[src/rtl/sar_adc_pkg.sv]
package sar_adc_pkg;

  // Strobes from the sequencer to the datapath, at most one active per cycle.
  typedef struct packed {
    logic clrAll;   // clear trial register and bit pointer
    logic loadMsb;  // begin: set the first trial bit
    logic decide;   // settle the bit under test, move to the next
    logic capture;  // copy the settled code into the result register
  } sarStrobe_t;

  typedef enum logic [2:0] {
    ST_IDLE,
    ST_HOLD,
    ST_ALIGN,
    ST_CONV,
    ST_LATCH
  } seqState_t;

endpackage

[src/rtl/sar_adc_sync.sv]
module sar_adc_sync #(
  parameter int WIDTH  = 3,
  parameter int STAGES = 2
) (
  input  logic             clk,
  input  logic             rstN,
  input  logic [WIDTH-1:0] asyncIn,
  output logic [WIDTH-1:0] syncOut
);

  logic [STAGES-1:0][WIDTH-1:0] stageQ;

  generate
    if (STAGES == 1) begin : g_single
      always_ff @(posedge clk or negedge rstN) begin
        if (!rstN) stageQ <= '1;
        else       stageQ <= asyncIn;
      end
    end else begin : g_chain
      always_ff @(posedge clk or negedge rstN) begin
        if (!rstN) stageQ <= '1;
        else       stageQ <= {stageQ[STAGES-2:0], asyncIn};
      end
    end
  endgenerate

  assign syncOut = stageQ[STAGES-1];

endmodule

[src/rtl/sar_adc_ctrl.sv]
module sar_adc_ctrl
  import sar_adc_pkg::*;
#(
  parameter int BIT_CLKS  = 8,
  parameter int PHASE_DIV = 6
) (
  input  logic       clk,
  input  logic       rstN,
  input  logic       csSync,
  input  logic       wrSync,
  input  logic       rdSync,
  input  logic       lastBit,
  output sarStrobe_t strb,
  output logic       holdActive,
  output logic       intrN
);

  localparam int PHASE_W = (PHASE_DIV > 1) ? $clog2(PHASE_DIV) : 1;
  localparam int CNT_W   = (BIT_CLKS  > 1) ? $clog2(BIT_CLKS)  : 1;
  localparam logic [PHASE_W-1:0] PHASE_LAST = PHASE_W'(PHASE_DIV - 1);
  localparam logic [CNT_W-1:0]   CNT_LAST   = CNT_W'(BIT_CLKS - 1);

  seqState_t          stateQ, stateD;
  logic [PHASE_W-1:0] phaseQ;
  logic [CNT_W-1:0]   bitCntQ;
  logic               readPrevQ;
  logic               readNow, readRise, phaseWrap, bitEnd;

  assign holdActive = !csSync && !wrSync;
  assign readNow    = !csSync && !rdSync;
  assign readRise   = readNow && !readPrevQ;
  assign phaseWrap  = (phaseQ == PHASE_LAST);
  assign bitEnd     = (bitCntQ == CNT_LAST);

  always_comb begin
    strb   = '0;
    stateD = stateQ;
    if (holdActive) begin
      strb.clrAll = 1'b1;
      stateD      = ST_HOLD;
    end else begin
      unique case (stateQ)
        ST_IDLE: stateD = ST_IDLE;
        ST_HOLD, ST_ALIGN: begin
          if (phaseWrap) begin
            strb.loadMsb = 1'b1;
            stateD       = ST_CONV;
          end else begin
            stateD = ST_ALIGN;
          end
        end
        ST_CONV: begin
          if (bitEnd) begin
            strb.decide = 1'b1;
            if (lastBit) stateD = ST_LATCH;
          end
        end
        ST_LATCH: begin
          strb.capture = 1'b1;
          stateD       = ST_IDLE;
        end
        default: stateD = ST_IDLE;
      endcase
    end
  end

  always_ff @(posedge clk or negedge rstN) begin
    if (!rstN) begin
      stateQ    <= ST_IDLE;
      phaseQ    <= '0;
      bitCntQ   <= '0;
      readPrevQ <= 1'b0;
      intrN     <= 1'b1;
    end else begin
      stateQ    <= stateD;
      phaseQ    <= phaseWrap ? '0 : phaseQ + 1'b1;
      readPrevQ <= readNow;
      if (stateQ == ST_CONV && !holdActive && !bitEnd) bitCntQ <= bitCntQ + 1'b1;
      else                                             bitCntQ <= '0;
      if (holdActive)        intrN <= 1'b1;
      else if (strb.capture) intrN <= 1'b0;
      else if (readRise)     intrN <= 1'b1;
    end
  end

endmodule

[src/rtl/sar_adc_datapath.sv]
module sar_adc_datapath
  import sar_adc_pkg::*;
#(
  parameter int WIDTH = 8
) (
  input  logic             clk,
  input  logic             rstN,
  input  sarStrobe_t       strb,
  input  logic             cmpHigh,
  output logic [WIDTH-1:0] trialCode,
  output logic [WIDTH-1:0] resultQ,
  output logic             lastBit
);

  localparam logic [WIDTH-1:0] MSB_ONEHOT = {1'b1, {(WIDTH-1){1'b0}}};

  logic [WIDTH-1:0] sarQ, ptrQ, keptBits, nextPtr;

  assign nextPtr  = ptrQ >> 1;
  assign keptBits = cmpHigh ? sarQ : (sarQ & ~ptrQ);

  always_ff @(posedge clk or negedge rstN) begin
    if (!rstN) begin
      sarQ    <= '0;
      ptrQ    <= '0;
      resultQ <= '0;
    end else begin
      if (strb.clrAll) begin
        sarQ <= '0;
        ptrQ <= '0;
      end else if (strb.loadMsb) begin
        sarQ <= MSB_ONEHOT;
        ptrQ <= MSB_ONEHOT;
      end else if (strb.decide) begin
        sarQ <= keptBits | nextPtr;
        ptrQ <= nextPtr;
      end
      if (strb.capture) resultQ <= sarQ;
    end
  end

  assign trialCode = sarQ;
  assign lastBit   = ptrQ[0];

endmodule

[src/rtl/sar_adc_seq.sv]
module sar_adc_seq
  import sar_adc_pkg::*;
#(
  parameter int WIDTH       = 8,
  parameter int BIT_CLKS    = 8,
  parameter int PHASE_DIV   = 6,
  parameter int SYNC_STAGES = 2
) (
  input  logic             clk,
  input  logic             rstN,
  input  logic             csN,
  input  logic             wrN,
  input  logic             rdN,
  input  logic             cmpHigh,
  output logic [WIDTH-1:0] trialCode,
  output logic [WIDTH-1:0] dataOut,
  output logic             dataOe,
  output logic             intrN
);

  logic [2:0]       syncBus;
  logic             csSync, wrSync, rdSync;
  logic             holdActive, lastBit;
  logic [WIDTH-1:0] resultQ;
  sarStrobe_t       strb;

  sar_adc_sync #(.WIDTH(3), .STAGES(SYNC_STAGES)) u_sync (
    .clk     (clk),
    .rstN    (rstN),
    .asyncIn ({csN, wrN, rdN}),
    .syncOut (syncBus)
  );
  assign {csSync, wrSync, rdSync} = syncBus;

  sar_adc_ctrl #(.BIT_CLKS(BIT_CLKS), .PHASE_DIV(PHASE_DIV)) u_ctrl (
    .clk        (clk),
    .rstN       (rstN),
    .csSync     (csSync),
    .wrSync     (wrSync),
    .rdSync     (rdSync),
    .lastBit    (lastBit),
    .strb       (strb),
    .holdActive (holdActive),
    .intrN      (intrN)
  );

  sar_adc_datapath #(.WIDTH(WIDTH)) u_dp (
    .clk       (clk),
    .rstN      (rstN),
    .strb      (strb),
    .cmpHigh   (cmpHigh),
    .trialCode (trialCode),
    .resultQ   (resultQ),
    .lastBit   (lastBit)
  );

  assign dataOe  = !csN && !rdN;
  assign dataOut = dataOe ? resultQ : '0;

endmodule

[config.mk]
export PLATFORM = sky130hd
export DESIGN_NAME = sar_adc_seq
export DESIGN_NICKNAME = d
export VERILOG_FILES = /design/src/rtl/sar_adc_pkg.sv /design/src/rtl/sar_adc_sync.sv /design/src/rtl/sar_adc_ctrl.sv /design/src/rtl/sar_adc_datapath.sv /design/src/rtl/sar_adc_seq.sv
export SDC_FILE = /design/constraint.sdc
export NUM_CORES = 1
export LEC_CHECK = 0
export BUFFER_PORTS_ARGS = -buffer_cell sky130_fd_sc_hd__buf_4
export CAP_MARGIN = 20
export CORE_MARGIN = 5
export CORE_UTILIZATION = 45
export DETAILED_ROUTE_END_ITERATION = 12
export GPL_ROUTABILITY_DRIVEN = 0
export PLACE_DENSITY = 0.68
export SLEW_MARGIN = 20
export SYNTH_ARGS = -nofsm -noshare
export SYNTH_HDL_FRONTEND = slang
export SYNTH_HIERARCHICAL = 1
export SYNTH_SLANG_ARGS = --single-unit
[constraint.sdc]
create_clock -name clk -period 1.81 [get_ports clk]
set_input_delay 0.362 -clock clk [delete_from_list [all_inputs] [get_ports clk]]
set_output_delay 0.362 -clock clk [all_outputs]
set_load 0.05 [all_outputs]
==> results.py <==
metrics = {
    "yosys": {
        "synth.avg_cell_area_um2": 12.3,
        "synth_area_leaders": "dfrtp_1 47%, dfstp_2 10%, nor3b_2 6.9%",
        "ys.warnings.count": 6,
        "synthesis.area_um2": 1800,
        "synth_seq_cells": 41,
        "synthesis.nets": 154,
        "synth-seq-area-share_pct": 57.4,
        "synth_top_cell_area_share_pct": 47.2,
        "synth_top_area_cell": "dfrtp_1",
        "syn_inst": 146,
        "synth.distinct_cells": 29,
    },
    "sta": {
        "setup_ws_ps": 79.3,
        "worst_slew_pin_slew_ps": 510,
        "whs_ps": 51.4,
        "period_share_pct": 95.6,
        "setup_tns_ps": 0,
        "maxSlewViolCount": 0,
        "worst_clock_skew_ps": 6.29,
        "timing.slew.headroom_pct": 66.0,
        "max_freq_mhz": 578,
        "min_period_ps": 1730,
        "setup_viol_count_final": 0,
        "hold_viol_final": 0,
    },
    "global_routing": {
        "grt-ovfl-total": 0,
        "grt_max_degree": 42,
        "grt_pass1_vias": 1183,
        "antenna_found_initial": 0,
        "grt_use_total_pct": 13.4,
        "grt_pass1_wl_um": 5510,
    },
    "setup_path": {
        "cp-startpoint": "u_sync/syncOut[2]$_DFF_PN1_",
        "r2r_slack_ps": 80,
        "cp.arrival_ps": 1920,
        "crit_end": "u_dp/trialCode[3]$_DFFE_PN0P_",
        "r2r_start": "u_sync/syncOut[2]$_DFF_PN1_",
        "critPathKind": "flip-flop to flip-flop",
        "rr_worst_depth": 6,
        "worstReg2RegEnd": "u_dp/trialCode[3]$_DFFE_PN0P_",
        "critPathLaunchType": "flip-flop",
        "crit_fanout": 11,
        "cp_data_required_time_ps": 2000,
        "endpoint_kind": "flip-flop",
    },
    "final_layout": {
        "num_antenna_cells": 0,
        "final_common_cell": "dfrtp_1",
        "multiInputGateArea_um2": 672,
        "nNetsFinal": 178,
        "layout_common_cells": "34 x dfrtp_1, 29 x buf_4, 15 x a21oi_1",
        "postLayoutCellArea_um2": 2140,
        "regArea_um2": 1030,
        "num-fill-cells": 344,
        "drive_gt1_share_pct": 42.1,
        "fin_util_pct": 54.2,
        "syn2layout_area_growth_pct": 18.7,
    },
    "die": {
        "ios": 24,
        "die_y_um": 73.3,
        "dieArea_um2": 5370,
        "start_util_pct": 45.7,
        "core_um2": 3940,
        "rows": 23,
        "die_w_um": 73.3,
    },
    "clocking": {
        "cts_made_buffers": 5,
        "clk_latency_ps": 280,
        "clock-sinks": 41,
        "clockBufferDepth": 2,
        "cts_tree": "yes",
        "clockRootBuffer": "clkbuf_8",
        "htreeDepth": 2,
        "clk_pin_slew_ps": 80,
        "hold_buffers": 0,
    },
    "pwr": {
        "ir_drop_uv": 508,
        "leakagePower_nw": 0.954,
        "p_per_area_nw_per_um2": 869,
    },
    "place": {
        "dpl_cell_area_um2": 2000,
        "hpwl_um": 2320,
        "place_ws_ps": 30.5,
        "numPortBuffers": 23,
    },
    "drt": {
        "drt-initial-drc-count": 62,
        "ant_nets": 0,
        "highest_layer": "met4",
        "wl_met1_um": 1430,
        "wl_per_cell_um": 14.9,
        "dr_wl_met2_um": 1720,
        "drt_first_pass_iters": 5,
        "drc": 0,
        "wirelength_um": 3300,
        "vias": 1153,
        "via_per_inst": 5.22,
        "dr_wl_met3_um": 134,
    },
    "hold_path": {
        "hold_path.class": "input port to asynchronous set/reset pin",
    },
    "run_status": {
        "run_status": "complete, no violations",
    },
    "flow_run": {
        "drv_cap": 0,
    },
}
-- repair_timing --
action | CTS | global route
resized for setup | 0 | 5
setup buffers | 0 | 0
endpoints found under the setup margin | 0 | 15
-- layer usage --
metal	track usage, %	vias up
met2	22.0	22
met5	0	-
li1	-	548
met1	17.3	581
met4	3.69	0
met3	3.83	2
-- flip-flops by register name, summed over array words and instances, names as in the netlist --
| signal | flops |
|---|---|
| u_ctrl/intrN | 1 |
| u_ctrl/phaseQ | 3 |
| u_sync/syncOut | 3 |
| u_dp/ptrQ | 8 |
| u_sync/stageQ | 3 |
| u_dp/resultQ | 8 |
| u_ctrl/bitCntQ | 3 |
| u_ctrl/stateQ | 3 |
| u_dp/trialCode | 8 |
| u_ctrl/readPrevQ | 1 |
-- worst max-delay path: stages (launching register included) --
cell      delay (ps)
dfstp_2          580
nor2_2            60
or3_4            390
nor2_4           100
buf_4            160
nand2_1           90
a311oi_2         270
-- through the flow --
stage,total power [mW],cells
2_1_floorplan,1.08,146
3_3_place_gp,1.12,213
3_5_place_dp,1.13,213
4_1_cts,1.87,221
5_1_grt,1.93,221
6_report,1.86,221
-- area by class of cell --
cell class                      instances  share of cell area [%]
Sequential cell                        41                    48.4
Timing Repair Buffer                   30                    11.1
Clock inverter                          1                    1.40
Inverter                                4                   0.702
Clock buffer                            7                    4.04
Multi-Input combinational cell         88                    31.4
Tap cell                               50                    2.93
-- worst min path at each step --
stage / from / end / slack (ps)
global route: rstN / u_ctrl/stateQ[0]$_DFFE_PN0P_ / 80
CTS: rstN / u_dp/ptrQ[1]$_DFFE_PN0P_ / 60
detailed placement: u_sync/stageQ[1]$_DFF_PN1_ / u_sync/syncOut[1]$_DFF_PN1_ / 350
global placement: u_sync/stageQ[1]$_DFF_PN1_ / u_sync/syncOut[1]$_DFF_PN1_ / 350
finish: rstN / u_ctrl/phaseQ[0]$_DFF_PN0_ / 50
floorplan: rstN / u_ctrl/bitCntQ[0]$_DFF_PN0_ / 70
-- cell families after synthesis --
family	Yosys count	share of synthesized area, %
adder cells (fa/ha/maj)	2	1.39
multiplexers	9	5.56
flip-flops	41	57.4
AO/OA/AOI/OAI	26	10.3
buffers and inverters	17	6.94
XOR/XNOR	1	0.486
AND/OR/NAND/NOR	50	17.9
-- cell usage after synthesis --
library cell  number
a21oi_1           15
a311oi_1           5
a311oi_2           3
buf_2              4
buf_4              4
buf_6              4
buf_8              1
dfrtp_1           34
dfstp_2            7
ha_1               2
inv_1              4
mux2_2             8
mux2i_1            1
nand2_1           12
nand2b_1           9
nor2_1            10
nor2_2             1
nor2b_1            1
nor3_1             2
nor3b_2           10
nor4_1             1
o21a_1             1
o21ai_0            1
o221ai_1           1
or2_1              1
or3_1              1
or3_2              1
or4b_1             1
xnor2_1            1
-- power by group --
group	total [mW]	switching [mW]	internal (mW)	leakage, nW
Combinational	0.139	0.0873	0.0513	0.360
Clock	0.744	0.295	0.450	0.0585
Sequential	0.974	0.0240	0.950	0.535
(Power assumes the default switching activity.)
